$ cat config.mk
export PLATFORM = sky130hd
export DESIGN_NAME = rxr_read_engine
export DESIGN_NICKNAME = d
export VERILOG_FILES = /design/src/rtl/rxr_pkg.sv /design/src/rtl/rxr_addr_map.sv /design/src/rtl/rxr_byte_stage.sv /design/src/rtl/rxr_read_engine.sv
export SDC_FILE = /design/constraint.sdc
export NUM_CORES = 1
export LEC_CHECK = 0
export BUFFER_PORTS_ARGS = -buffer_cell sky130_fd_sc_hd__clkbuf_2
export CORE_ASPECT_RATIO = 0.5
export CORE_MARGIN = 8
export CORE_UTILIZATION = 55
export CTS_CLUSTER_DIAMETER = 50
export DETAILED_ROUTE_END_ITERATION = 8
export PLACE_DENSITY = 0.73
export SETUP_SLACK_MARGIN = 0.4
export SYNTH_ARGS = -nofsm -noshare
export SYNTH_HDL_FRONTEND = slang
export SYNTH_SLANG_ARGS = --single-unit
export TNS_END_PERCENT = 1
$ cat constraint.sdc
create_clock -name clk -period 3.45 [get_ports clk]
set_input_delay 0.69 -clock clk [delete_from_list [all_inputs] [get_ports clk]]
set_output_delay 0.69 -clock clk [all_outputs]
set_load 0.02 [all_outputs]
$ cat src/rtl/rxr_pkg.sv
package rxr_pkg;

   // One state per bus access the engine can make.
   typedef enum logic [3:0] {
      ST_CNT_HI,
      ST_CNT_LO,
      ST_PTR_HI,
      ST_PTR_LO,
      ST_DATA,
      ST_WB_HI,
      ST_WB_LO,
      ST_CMD
   } rxr_state_e;

endpackage

$ cat src/rtl/rxr_addr_map.sv
// Maps a 16-bit ring pointer onto the physical address of the receive region.
module rxr_addr_map #(
   parameter int                ADDR_W  = 16,
   parameter int                CNT_W   = 16,
   parameter logic [ADDR_W-1:0] RX_BASE = 'h6000,
   parameter int                RX_SIZE = 2048
) (
   input  logic [CNT_W-1:0]  ptr,
   output logic [ADDR_W-1:0] phys
);

   localparam int OFF_W = $clog2(RX_SIZE);

   logic [OFF_W-1:0] off;
   logic             unused_ptr_bits;

   // Region size is a power of two, so the mask is a slice.
   assign off             = ptr[OFF_W-1:0];
   assign unused_ptr_bits = ^ptr;

   generate
      if ((RX_BASE % RX_SIZE) == 0) begin : g_aligned
         assign phys = RX_BASE | ADDR_W'(off);
      end else begin : g_offset
         assign phys = RX_BASE + ADDR_W'(off);
      end
   endgenerate

endmodule

$ cat src/rtl/rxr_byte_stage.sv
// Single-entry holding stage between the bus and the downstream byte port.
module rxr_byte_stage #(
   parameter int DATA_W = 8
) (
   input  logic              clk,
   input  logic              rst_n,
   input  logic              load,
   input  logic [DATA_W-1:0] load_data,
   output logic              out_valid,
   output logic [DATA_W-1:0] out_data,
   input  logic              out_ready
);

   always_ff @(posedge clk or negedge rst_n) begin
      if (!rst_n) begin
         out_valid <= 1'b0;
         out_data  <= '0;
      end else if (load) begin
         out_valid <= 1'b1;
         out_data  <= load_data;
      end else if (out_valid && out_ready) begin
         out_valid <= 1'b0;
      end
   end

   // a new byte never lands on an undelivered one.
   p_no_overflow_r6: assert property (@(posedge clk) disable iff (!rst_n)
      load |-> !out_valid);

   // a stalled byte stays put.
   p_stall_hold_r6: assert property (@(posedge clk) disable iff (!rst_n)
      (out_valid && !out_ready) |=> (out_valid && $stable(out_data)));

endmodule

$ cat src/rtl/rxr_read_engine.sv
module rxr_read_engine
   import rxr_pkg::*;
#(
   parameter int                ADDR_W   = 16,
   parameter int                DATA_W   = 8,
   parameter int                CNT_W    = 16,
   parameter logic [ADDR_W-1:0] RX_BASE  = 'h6000,
   parameter int                RX_SIZE  = 2048,
   parameter logic [ADDR_W-1:0] CNT_REG  = 'h0126,
   parameter logic [ADDR_W-1:0] PTR_REG  = 'h0128,
   parameter logic [ADDR_W-1:0] CMD_REG  = 'h0101,
   parameter logic [DATA_W-1:0] CMD_RECV = 'h40
) (
   input  logic              clk,
   input  logic              rst_n,
   output logic              bus_req,
   output logic              bus_we,
   output logic [ADDR_W-1:0] bus_addr,
   output logic [DATA_W-1:0] bus_wdata,
   input  logic              bus_ack,
   input  logic [DATA_W-1:0] bus_rdata,
   output logic              out_valid,
   output logic [DATA_W-1:0] out_data,
   input  logic              out_ready
);

   localparam logic [ADDR_W-1:0] ONE_A  = ADDR_W'(1);
   localparam logic [CNT_W-1:0]  ONE_C  = CNT_W'(1);
   localparam logic [ADDR_W-1:0] RX_TOP = RX_BASE + ADDR_W'(RX_SIZE - 1);

   // Elaboration-time parameter checks.
   generate
      if (DATA_W != 8) begin : g_bad_data_w
         $error("rxr_read_engine: DATA_W must be 8");
      end
      if (CNT_W != 2 * DATA_W) begin : g_bad_cnt_w
         $error("rxr_read_engine: CNT_W must be two bus bytes");
      end
      if (RX_SIZE < 2 || (RX_SIZE & (RX_SIZE - 1)) != 0) begin : g_bad_size
         $error("rxr_read_engine: RX_SIZE must be a power of two, at least 2");
      end
      if (RX_SIZE > (1 << CNT_W)) begin : g_bad_span
         $error("rxr_read_engine: RX_SIZE exceeds pointer range");
      end
      if ((longint'(RX_BASE) + longint'(RX_SIZE)) > (longint'(1) << ADDR_W)) begin : g_bad_region
         $error("rxr_read_engine: receive region exceeds address space");
      end
   endgenerate

   rxr_state_e        state_q;
   logic              req_q;
   logic [DATA_W-1:0] cnt_hi_q;
   logic [CNT_W-1:0]  cnt_prev_q;
   logic              have_prev_q;
   logic [CNT_W-1:0]  len_q;
   logic [CNT_W-1:0]  ptr_q;
   logic [CNT_W-1:0]  idx_q;

   logic [CNT_W-1:0]  cnt_now;
   logic [CNT_W-1:0]  end_ptr;
   logic [CNT_W-1:0]  rd_ptr;
   logic [ADDR_W-1:0] data_addr;
   logic              take;
   logic              stage_load;
   logic              can_issue;

   assign cnt_now    = {cnt_hi_q, bus_rdata};
   assign end_ptr    = ptr_q + len_q;
   assign rd_ptr     = ptr_q + idx_q;
   assign take       = req_q && bus_ack;
   assign stage_load = take && (state_q == ST_DATA);
   assign can_issue  = (state_q != ST_DATA) || !out_valid;

   rxr_addr_map #(
      .ADDR_W  (ADDR_W),
      .CNT_W   (CNT_W),
      .RX_BASE (RX_BASE),
      .RX_SIZE (RX_SIZE)
   ) i_addr_map (
      .ptr  (rd_ptr),
      .phys (data_addr)
   );

   rxr_byte_stage #(
      .DATA_W (DATA_W)
   ) i_byte_stage (
      .clk       (clk),
      .rst_n     (rst_n),
      .load      (stage_load),
      .load_data (bus_rdata),
      .out_valid (out_valid),
      .out_data  (out_data),
      .out_ready (out_ready)
   );

   // Sequencer: one bus access per state, advanced on acknowledge.
   always_ff @(posedge clk or negedge rst_n) begin
      if (!rst_n) begin
         state_q     <= ST_CNT_HI;
         req_q       <= 1'b0;
         cnt_hi_q    <= '0;
         cnt_prev_q  <= '0;
         have_prev_q <= 1'b0;
         len_q       <= '0;
         ptr_q       <= '0;
         idx_q       <= '0;
      end else if (take) begin
         req_q <= 1'b0;
         case (state_q)
            ST_CNT_HI: begin
               cnt_hi_q <= bus_rdata;
               state_q  <= ST_CNT_LO;
            end
            ST_CNT_LO: begin
               if (have_prev_q && cnt_now == cnt_prev_q && cnt_now != '0) begin
                  len_q   <= cnt_now;
                  state_q <= ST_PTR_HI;
               end else begin
                  state_q <= ST_CNT_HI;
               end
               cnt_prev_q  <= cnt_now;
               have_prev_q <= 1'b1;
            end
            ST_PTR_HI: begin
               ptr_q   <= {bus_rdata, ptr_q[DATA_W-1:0]};
               state_q <= ST_PTR_LO;
            end
            ST_PTR_LO: begin
               ptr_q   <= {ptr_q[CNT_W-1:DATA_W], bus_rdata};
               idx_q   <= '0;
               state_q <= ST_DATA;
            end
            ST_DATA: begin
               idx_q <= idx_q + ONE_C;
               if (idx_q + ONE_C == len_q) begin
                  state_q <= ST_WB_HI;
               end
            end
            ST_WB_HI: state_q <= ST_WB_LO;
            ST_WB_LO: state_q <= ST_CMD;
            ST_CMD: begin
               have_prev_q <= 1'b0;
               state_q     <= ST_CNT_HI;
            end
            default: state_q <= ST_CNT_HI;
         endcase
      end else if (!req_q && can_issue) begin
         req_q <= 1'b1;
      end
   end

   // Access decode.
   always_comb begin
      bus_we    = 1'b0;
      bus_wdata = '0;
      bus_addr  = CNT_REG;
      case (state_q)
         ST_CNT_HI: bus_addr = CNT_REG;
         ST_CNT_LO: bus_addr = CNT_REG + ONE_A;
         ST_PTR_HI: bus_addr = PTR_REG;
         ST_PTR_LO: bus_addr = PTR_REG + ONE_A;
         ST_DATA:   bus_addr = data_addr;
         ST_WB_HI: begin
            bus_we    = 1'b1;
            bus_addr  = PTR_REG;
            bus_wdata = end_ptr[CNT_W-1:DATA_W];
         end
         ST_WB_LO: begin
            bus_we    = 1'b1;
            bus_addr  = PTR_REG + ONE_A;
            bus_wdata = end_ptr[DATA_W-1:0];
         end
         ST_CMD: begin
            bus_we    = 1'b1;
            bus_addr  = CMD_REG;
            bus_wdata = CMD_RECV;
         end
         default: bus_addr = CNT_REG;
      endcase
   end

   assign bus_req = req_q;

   // Checker state: last data address and data reads in the current burst.
   logic [ADDR_W-1:0] chk_last_q;
   logic              chk_have_q;
   logic [CNT_W-1:0]  chk_reads_q;

   always_ff @(posedge clk or negedge rst_n) begin
      if (!rst_n) begin
         chk_last_q  <= '0;
         chk_have_q  <= 1'b0;
         chk_reads_q <= '0;
      end else if (take && state_q == ST_PTR_LO) begin
         chk_have_q  <= 1'b0;
         chk_reads_q <= '0;
      end else if (stage_load) begin
         chk_last_q  <= bus_addr;
         chk_have_q  <= 1'b1;
         chk_reads_q <= chk_reads_q + ONE_C;
      end
   end

   // request is released after each acknowledge.
   p_req_drop_r9: assert property (@(posedge clk) disable iff (!rst_n)
      (bus_req && bus_ack) |=> !bus_req);

   // an access is held unchanged until acknowledged.
   p_req_hold_r9: assert property (@(posedge clk) disable iff (!rst_n)
      (bus_req && !bus_ack) |=> (bus_req && $stable(bus_addr) && $stable(bus_we)
                                 && $stable(bus_wdata)));

   // consecutive data reads step by one and wrap from the top to the base.
   p_wrap_step_r5: assert property (@(posedge clk) disable iff (!rst_n)
      (bus_req && state_q == ST_DATA && chk_have_q) |->
         (bus_addr == ((chk_last_q == RX_TOP) ? RX_BASE : chk_last_q + ONE_A)));

   // the write-back starts only after exactly the accepted count of reads.
   p_burst_len_r6: assert property (@(posedge clk) disable iff (!rst_n)
      (take && state_q == ST_WB_HI) |-> (chk_reads_q == len_q));

endmodule

# After elaboration in Yosys (flattened, before gate mapping)
# Cells that the tools add are included.
# op_classes
add_sub_neg	3
eq_ne	11
mux	13
bitwise	2
n_reduce_logical	26
# ops
op	n
15-bit one-hot mux with 5 select lines	1
16-bit one-hot mux with 2 select lines	2
16-bit equality test	2
4-bit one-hot mux with 7 select lines	1
8-bit one-hot mux with 3 select lines	1
16-bit by 1-bit adder with 16-bit output (second input constant)	1
16-bit adder	1
4-bit by 3-bit equality test with 1-bit output (second input constant)	4
16-bit nonzero test	1
11-bit adder	1
2-bit AND reduction	5
3-bit AND reduction	3
4-bit by 2-bit equality test with 1-bit output (second input constant)	2
2-bit nonzero test	4
1-bit logical AND	6
1-bit 2-to-1 mux	5
4-bit by 1-bit equality test with 1-bit output (second input constant)	1
4-bit logical NOT	1
4-bit 2-to-1 mux	1
4-bit by 3-bit != test with 1-bit output (second input constant)	1
2-bit OR reduction	2
3-bit OR reduction	1
1-bit logical NOT	2
2-bit 2-to-1 mux	1
other kinds (4)	5
# totals
ff_bits	87
inputBits	12
out_inout_bits	35

# Depth between registers and ports, before layout
# logic_depth
ltp_word	5
mapped_depth	9

# Hierarchy
# From an unflattened synthesis, not the netlist that was laid out.
# hier_totals
cells_unflattened	599
area_unflattened_um2	5929.4
# by_module_without_submodules
module	instances	cells_each	area_per_inst_um2	seq_area_each_um2
rxr_read_engine	1	561	5432.7	1926.8
rxr_byte_stage	1	20	369.1	225.2
rxr_addr_map	1	18	127.6	0.0

# Least setup slack after synthesis
# No wires, ideal clock.
# synth_path
path_kind	flip-flop to output port
from	reg len_q[0]
to	out bus_wdata[6]
t_arrival_ps	2524
required_ps	2760
path_slack_ps	236
stages_incl_launch_ff	9
path_buffers	0
path_cell_list	dfrtp_1 -> ha_1 -> fa_1 -> a21o_1 -> nand4_1 -> a211oi_1 -> o31a_1 -> and4b_1 -> o32ai_1
# synth_via
elab_chain_cells	2
# synth_lines
item	line	source
start, declared	rxr_read_engine.sv:55	logic [CNT_W-1:0] len_q;
start signal, assigned	rxr_read_engine.sv:116	len_q <= cnt_now;
16-bit adder	rxr_read_engine.sv:68	assign end_ptr = ptr_q + len_q;
8-bit one-hot mux with 3 select lines	rxr_read_engine.sv:157	case (state_q)
end, declared	rxr_read_engine.sv:19	output logic [DATA_W-1:0] bus_wdata,
# No other way between the ends.

# Final worst setup path
# Ends and elaborated chain as after synthesis.

==> flow_metrics.tcl <==
set metrics [dict create \
    numCtsBuffers 9 \
    startpoint_type "register" \
    cts_hold_buffers 0 \
    insertion_delay_ns 0.35 \
    drc 0 \
    grt_pass1_wl_um 24400 \
    ys_warn_count 0 \
    post_dp_cell_area_um2 5919 \
    setup_slack_ns 0.08169 \
    rows 26 \
    skew_ns 0.01008 \
    drv_slew 0 \
    cts_root_buf "clkbuf_16" \
    place.gp.congestion 0.9302 \
    final_net_count 675 \
    cts_max_level 3 \
    antenna_found_initial 0 \
    drv_cap 0 \
    dp.cells 756 \
    drive_gt1_share_pct 22.22 \
    design.portCount 47 \
    async_reset_ff_share_pct 100.0 \
    synthAdderAreaFrac_pct 6.535 \
    routed_wl_um 15170 \
    power_leakage_nw 3.006 \
    synth-compound-area-share_pct 15.62 \
    drtPass1Iterations 5 \
    diodes 0 \
    yosys.area_share.simple_pct 16.34 \
    setup_viol 0 \
    grt_use_total_pct 22.93 \
    hp-class "in -> async" \
    syn-instance-count 596 \
    power.density_nw_per_um2 757.3 \
    coreArea_um2 10050 \
    fillCellCount 834 \
    setup_tns_ns 0 \
    clk_pin_slew_ns 0.07 \
    finalNonFillerCells 779 \
    cp_data_required_time_ns 2.76 \
    synthMuxAreaShare_pct 11.10 \
    syn_avg_cell_area_um2 9.380 \
    cp.arrival_ns 2.68 \
    worstMarginPinSlew_ns 0.9149 \
    final_common_cell "dfrtp_1" \
    wire_per_inst_um 19.47 \
    crit_type "reg -> out" \
    drt-initial-drc-count 359 \
    syn-cell-area_um2 5590 \
    crit_path_start "len_q[0]" \
    final_cell_mix "84 x dfrtp_1, 70 x nand2_1, 47 x o21ai_0" \
    synthTopCellsByArea "dfrtp_1 38%, mux2_2 9.3%, ha_1 5.8%, xnor2_1 4.9%, nand2_1 4.7%" \
    min_period_ns 3.368 \
    endpoint_kind "primary output" \
    grt_overflow_total 0 \
    synth_cell_type_count 59 \
    clock_sinks 86 \
    initial_core_util_pct 55.61 \
    final_area_um2 6326 \
    num_vias 4710 \
    die_y_um 87.29 \
    ys_ff_latch 86 \
    r2r-start "state_q[1]" \
    synth_top_family_by_area "simple AND/OR/NAND/NOR gates" \
    hold_violations 0 \
    grt_pass1_vias 4562 \
    rsz0062_at_grt "true" \
    io_buffers 43 \
    cts_buffer_depth 2 \
    synth_top_area_share_pct 38.50 \
    seq_area_frac_synth_pct 38.50 \
    drtAntennaViolNets 0 \
    pre_cts_slack_ns 0.2918 \
    synth_top_cell_by_area "dfrtp_1" \
    clock.fmax_mhz 296.9 \
    dpl.hpwl_um 11170 \
    outcome "finished clean" \
    period_share_pct 97.63 \
    area_growth_pct 13.16 \
    die_w_um 158.6 \
    synthXorXnorAreaFrac_pct 7.520 \
    relSlewSlack_pct 38.54 \
    synth_edf_count 0 \
    vias_per_cell 6.046 \
    die-area_um2 13840 \
    grt_max_degree 52 \
    synth_ff_type "dfrtp_1" \
    cp_max_fo 3 \
    cts_tree "built" \
    ir_drop_mv 0.4832 \
]
-- cell families after synthesis --
logic type / Yosys count
adder cells (fa/ha/maj): 28
AO/OA/AOI/OAI: 139
AND/OR/NAND/NOR: 183
buffers and inverters: 55
XOR/XNOR: 48
other: 1
flip-flops: 86
multiplexers: 56
-- registers in the layout, summed over array words and instances, names as in the netlist --
| name | cells |
|---|---|
| len_q | 16 |
| state_q | 3 |
| cnt_hi_q | 8 |
| i_byte_stage.out_data | 8 |
| idx_q | 16 |
| i_byte_stage.out_valid | 1 |
| ptr_q | 16 |
| cnt_prev_q | 16 |
| have_prev_q | 1 |
| bus_req | 1 |
-- critical path, stage by stage (launching register included) --
cell and delay, ns:
dfrtp_1 0.41, ha_4 0.18, fa_2 0.33, a21o_1 0.19, nand4_1 0.12, a211oi_2 0.10
o31a_1 0.34, and4b_1 0.24, o32ai_2 0.24, buf_4 0.18
-- final timing paths --
| kind | end | slack [ns] | cells after the start |
|---|---|---|---|
| worst max-delay path | bus_wdata[6] | 0.08 | 9 |
| worst min-delay path | i_byte_stage.out_data[5] | 0.36 | 1 |
| worst max register to register | idx_q[15] | 0.77 | 6 |
| worst min register to register | i_byte_stage.out_data[4] | 0.47 | 2 |
| max in group asynchronous | idx_q[0] | 2.35 | 2 |
| min in group clk | i_byte_stage.out_data[4] | 0.47 | 2 |
-- where the power goes --
| part | leakage (nW) | switching, mW | internal, mW |
|---|---|---|---|
| Sequential | 1.11 | 0.409 | 1.33 |
| Combinational | 1.77 | 1.22 | 0.863 |
| Clock | 0.135 | 0.403 | 0.558 |
-- Yosys cell counts (9+ instances only) --
| master | count |
|---|---|
| dfrtp_1 | 86 |
| nand2_1 | 70 |
| o21ai_0 | 49 |
| mux2_2 | 46 |
| nor2_1 | 36 |
| xnor2_1 | 31 |
| ha_1 | 26 |
| a21oi_1 | 25 |
| clkbuf_1 | 18 |
| inv_1 | 18 |
| nand3_1 | 18 |
| xor2_1 | 17 |
| a21o_1 | 15 |
| nor4_1 | 13 |
| buf_2 | 12 |
| nand4_1 | 9 |
-- metal layers --
layer	track usage (%)	vias up	wire length (µm)
met1	30.93	2298	6964
met4	7.816	0	313
li1	-	2207	-
met5	0	-	0
met2	35.21	179	6645
met3	5.743	26	1242
-- metrics by stage --
stage / hold slack, ns / power [mW] / utilization (%)
after floorplan: 0.3944 / 3.112 / -
after global placement: 0.4591 / 3.723 / 58.89
after detailed placement: 0.4629 / 3.767 / 58.89
after CTS: 0.3809 / 4.766 / 62.43
after global routing: 0.4089 / 5.087 / 62.93
final: 0.3616 / 4.790 / 62.93
-- cell type report --
type,count,area [µm²],share of cell area (%)
Clock inverter,5,58.81,0.9296
Clock buffer,10,229.0,3.619
Inverter,19,71.32,1.127
Timing Repair Buffer,62,362.8,5.736
Multi-Input combinational cell,457,3274,51.76
Tap cell,140,175.2,2.769
Sequential cell,86,2155,34.06
-- what timing repair did --
item	in CTS	in global routing
resized for setup	6	13
buffers inserted	6	2
setup endpoints to repair	14	16
pin swaps	7	8
endpoints found under the hold margin	0	0
(Power assumes the default switching activity.)
